$ cat src/rtl/keyed_wdt.sv
module keyed_wdt #(
  parameter int         PRE_W   = 12,
  parameter logic [7:0] CNT_KEY = 8'h5A,
  parameter logic [7:0] CSR_KEY = 8'hA5
) (
  input  logic        clk,
  input  logic        rst_n,
  input  logic        bus_addr,
  input  logic        bus_we,
  input  logic [1:0]  bus_size,
  input  logic [15:0] bus_wdata,
  output logic [15:0] bus_rdata,
  output logic        ovf_pulse,
  output logic        ovf_flag
);

  localparam logic [1:0] SZ_WORD = 2'b01;

  logic [7:0]       cnt_q;
  logic [PRE_W-1:0] pre_q;
  logic [2:0]       sel_q;
  logic             run_q;
  logic             flag_q;
  logic             pulse_q;

  function automatic logic [PRE_W-1:0] tap_mask(input logic [2:0] s);
    int sh;
    logic [PRE_W:0] one;
    case (s)
      3'd0: sh = 0;
      3'd1: sh = 2;
      3'd2: sh = 4;
      3'd3: sh = 5;
      3'd4: sh = 6;
      3'd5: sh = 8;
      3'd6: sh = 10;
      default: sh = 12;
    endcase
    one = 1;
    return PRE_W'((one << sh) - 1'b1);
  endfunction

  wire word_wr = bus_we && (bus_size == SZ_WORD);
  wire cnt_wr  = word_wr && !bus_addr && (bus_wdata[15:8] == CNT_KEY);
  wire csr_wr  = word_wr &&  bus_addr && (bus_wdata[15:8] == CSR_KEY);

  wire [PRE_W-1:0] mask = tap_mask(sel_q);
  wire tick = run_q && ((pre_q & mask) == mask);
  wire wrap = tick && (cnt_q == 8'hFF) && !cnt_wr;

  always_ff @(posedge clk or negedge rst_n) begin
    if (!rst_n) begin
      pre_q   <= '0;
      cnt_q   <= '0;
      sel_q   <= '0;
      run_q   <= 1'b0;
      flag_q  <= 1'b0;
      pulse_q <= 1'b0;
    end else begin
      pre_q   <= run_q ? pre_q + 1'b1 : '0;
      pulse_q <= wrap;
      if (cnt_wr)    cnt_q <= bus_wdata[7:0];
      else if (tick) cnt_q <= cnt_q + 8'd1;
      if (wrap)                        flag_q <= 1'b1;
      else if (csr_wr && !bus_wdata[7]) flag_q <= 1'b0;
      if (csr_wr)           run_q <= bus_wdata[6];
      if (csr_wr && !run_q) sel_q <= bus_wdata[2:0];
    end
  end

  assign bus_rdata = bus_addr ? {8'h00, flag_q, run_q, 3'b000, sel_q}
                              : {8'h00, cnt_q};
  assign ovf_pulse = pulse_q;
  assign ovf_flag  = flag_q;

endmodule

$ cat config.mk
export PLATFORM = sky130hd
export DESIGN_NAME = keyed_wdt
export DESIGN_NICKNAME = d
export VERILOG_FILES = /design/src/rtl/keyed_wdt.sv
export SDC_FILE = /design/constraint.sdc
export NUM_CORES = 1
export LEC_CHECK = 0
export BUFFER_PORTS_ARGS = -buffer_cell sky130_fd_sc_hd__buf_2
export CAP_MARGIN = 20
export CORE_ASPECT_RATIO = 0.8
export CORE_MARGIN = 2
export CORE_UTILIZATION = 45
export CTS_CLUSTER_SIZE = 30
export DETAILED_ROUTE_END_ITERATION = 8
export PLACE_DENSITY = 0.69
export SYNTH_ARGS = -nofsm -noshare
export SYNTH_HDL_FRONTEND = slang
export SYNTH_SLANG_ARGS = --single-unit
$ cat constraint.sdc
create_clock -name clk -period 5.53 [get_ports clk]
set_clock_uncertainty 0.05 [all_clocks]
set_input_delay 0.8295 -clock clk [delete_from_list [all_inputs] [get_ports clk]]
set_output_delay 0.8295 -clock clk [all_outputs]
set_load 0.01 [all_outputs]
==> metrics.cfg <==
[setup_path]
critPathMaxStageDelay_ps = 870
reg2regPathDepth = 8
worstPathMaxFanout = 12
crit_path_start_kind = flip-flop
slowest_stage = nor4_2
worstSetupEndpointType = flip-flop
crit_required_ps = 5650
path_cells = or3_1 > ha_1 > or2b_1 > nand3_2 > o311a_1 > nor4_2 > a21boi_1 > o31a_1
crit_type = flip-flop to flip-flop
arrival_ps = 3580

[flow_run]
max_cap_violations = 0

[timing]
worst_pin_slew_ps = 984.0
final.min_clock_period_ps = 3463
finalSetupViolations = 0
tns_ps = 0
fin_crit_sh = 0.6262
fmax_ghz = 0.2888
max-slew-margin-rel = 0.3386
final_max_slew_viol_count = 0
worst_slack_ps = 2067
rsz0062_at_grt = false
hold_viol = 0

[global_routing]
grt_use_met1 = 0.2920
grt_pass1_wl_um = 6258
gr-max-usage-layer = met1
met3_usage = 0.04252
gr-total-overflow = 0
grt_start_max_net_pins = 27
track_usage = 0.1905
grt_pass1_vias = 1263
grt.met2_usage = 0.2714
antenna_found_initial = 0

[cts]
clock_latency_ps = 270
clk_pin_slew_worst_paths_ps = 90
clockBufferDepth = 2
tritoncts = built
cts_buffers = 3
clock-sinks = 26
hold_buffers = 0
cts_setup_buffers = 0
cts_max_level = 1
cts-root-buf = clkbuf_8
ctsResizeCount = 0

[cells_and_area]
fin_area_um2 = 1891
num-fill-cells = 334
layout.nets = 237
area_growth_pct = 10.94
layout_commonest_cell = buf_2
layout_common_cells = buf_2 (31), dfrtp_1 (26), nor2_1 (12)
diodes = 0
layout-drive-gt1-share = 0.2275

[synthesis]
ys_warn_count = 0
synthCells = 185
synth_top_area_cell = dfrtp_1
async_flop_share = 1.000
syn_avg_cell_area_um2 = 9.212
ys_seq_area_frac = 0.3818
netlist.area_leader.share = 0.3818
synth_area_leaders = dfrtp_1 (38%), xnor2_1 (4.1%), and2_1 (4.0%)
synthesis.area_um2 = 1704
synthDistinctLibCells = 57
synth-edff-count = 0
synth-main-ff-cell = dfrtp_1
yosys_register_bits = 26

[route]
via_per_inst = 5.542
vias = 1402
drtPass1Iterations = 4
drt_iter0_markers = 175
wl_per_cell_um = 14.60
wl_um = 3695
drtAntennaViolNets = 0
drc = 0

[min_path]
hold_class = flip-flop to flip-flop
hold_depth = 1

[power_and_ir_drop]
leakage_nw = 0.8684
total_power_w = 0.0003463
ir_worst_vdd_v = 0.0001171
p_per_area_nw_per_um2 = 183.2
p_comb_frac = 0.087
p_clk_frac = 0.355
pwr-share-seq = 0.557
p_sw_w = 0.00007842
p_sw_frac = 0.2265
p_int_w = 0.0002679

[floorplanning]
die_area_um2 = 4298
fp.dieH_um = 59.04
ios = 40
std_cell_rows = 19
initial_core_util = 0.4844
die_w_um = 72.80
coreArea_um2 = 3518

[outcome]
status = complete, no violations

[place]
place_hpwl_um = 2686
place_area_um2 = 1836
io_buffers = 31
place_ws_ps = 2128
gp_congestion = 0.8970

sequential cells by signal (all words and copies together), names as in the netlist:
| signal | flops |
|---|---|
| run_q | 1 |
| cnt_q | 8 |
| pre_q | 12 |
| ovf_flag | 1 |
| ovf_pulse | 1 |
| sel_q | 3 |
through the flow:
step	instances	hold slack, ps	utilization
3_3_place_gp	249	445.9	0.5217
4_1_cts	253	462.7	0.5373
2_1_floorplan	192	393.9	-
6_report	253	453.3	0.5373
5_1_grt	253	484.2	0.5373
3_5_place_dp	249	449.0	0.5217
power by group through the flow:
| stage | combinational, W | clock [W] | sequential, W |
|---|---|---|---|
| floorplan | 0.0000201 | 0 | 0.000196 |
| global placement | 0.0000299 | 0 | 0.000197 |
| detailed placement | 0.0000301 | 0 | 0.000197 |
| CTS | 0.0000305 | 0.000129 | 0.000193 |
| global route | 0.0000343 | 0.000136 | 0.000193 |
| finish | 0.0000302 | 0.000123 | 0.000193 |
routing by layer:
layer / vias up / share of wire
met1: 651 / 0.51
met5: - / 0
met3: 2 / 0.063
met2: 53 / 0.42
met4: 0 / 0.0076
li1: 696 / -
worst paths after layout:
check | startpoint | to | slack (ps)
setup / recovery | sel_q[2]$_DFFE_PN0P_ | cnt_q[2]$_DFFE_PN0P_ | 2070
hold / removal | pre_q[0]$_DFF_PN0_ | pre_q[0]$_DFF_PN0_ | 450
setup reg to reg | sel_q[2]$_DFFE_PN0P_ | cnt_q[2]$_DFFE_PN0P_ | 2070
hold reg to reg | pre_q[0]$_DFF_PN0_ | pre_q[0]$_DFF_PN0_ | 450
max in group asynchronous | rst_n | sel_q[0]$_DFFE_PN0P_ | 4550
min in group asynchronous | rst_n | pre_q[3]$_DFF_PN0_ | 500
critical path, delay by kind of cell, from the launching register on:
family                     cells  cell delay, ps
AOI/OAI and AO/OA              3             840
adders and majority gates      1             340
DFF                            1             470
and+or+nand+nor                4            1650
final cells by class:
class,count,area (µm²),area share
flip-flops and latches,26,650.6,0.3441
multi-input cells,144,954.7,0.5050
well taps,42,52.55,0.02780
inverters,6,22.52,0.01191
repair buffers,31,155.1,0.08207
clock buffers,4,55.05,0.02912
cells in the mapped netlist, drive strengths merged, types with 2 or more instances:
| cell | n |
|---|---|
| a21boi | 2 |
| and2 | 11 |
| nor3 | 2 |
| dfrtp | 26 |
| nand2b | 4 |
| and3 | 3 |
| xor2 | 2 |
| conb | 2 |
| or4 | 2 |
| mux2 | 5 |
| a31oi | 7 |
| buf | 11 |
| nand2 | 10 |
| nand3 | 9 |
| a21bo | 2 |
| nor2 | 12 |
| ha | 3 |
| o21ai | 12 |
| clkbuf | 5 |
| nor2b | 3 |
| o2111ai | 2 |
| or3 | 3 |
| nor3b | 4 |
| or2 | 3 |
| xnor2 | 8 |
| nand3b | 4 |
| nor4 | 2 |
| inv | 6 |
logic make-up (layout without fill, tap and decap cells):
kind of cell,after synthesis,in the layout,synth area share
adder cells (fa/ha/maj),3,3,0.02203
AO/OA/AOI/OAI,36,36,0.1454
AND/OR/NAND/NOR,81,81,0.2886
buffers and inverters,22,41,0.07342
other,2,9,0.004407
flip-flops,26,26,0.3818
multiplexers,5,5,0.03304
XOR/XNOR,10,10,0.05140
Power figures use the tool's default switching activity.
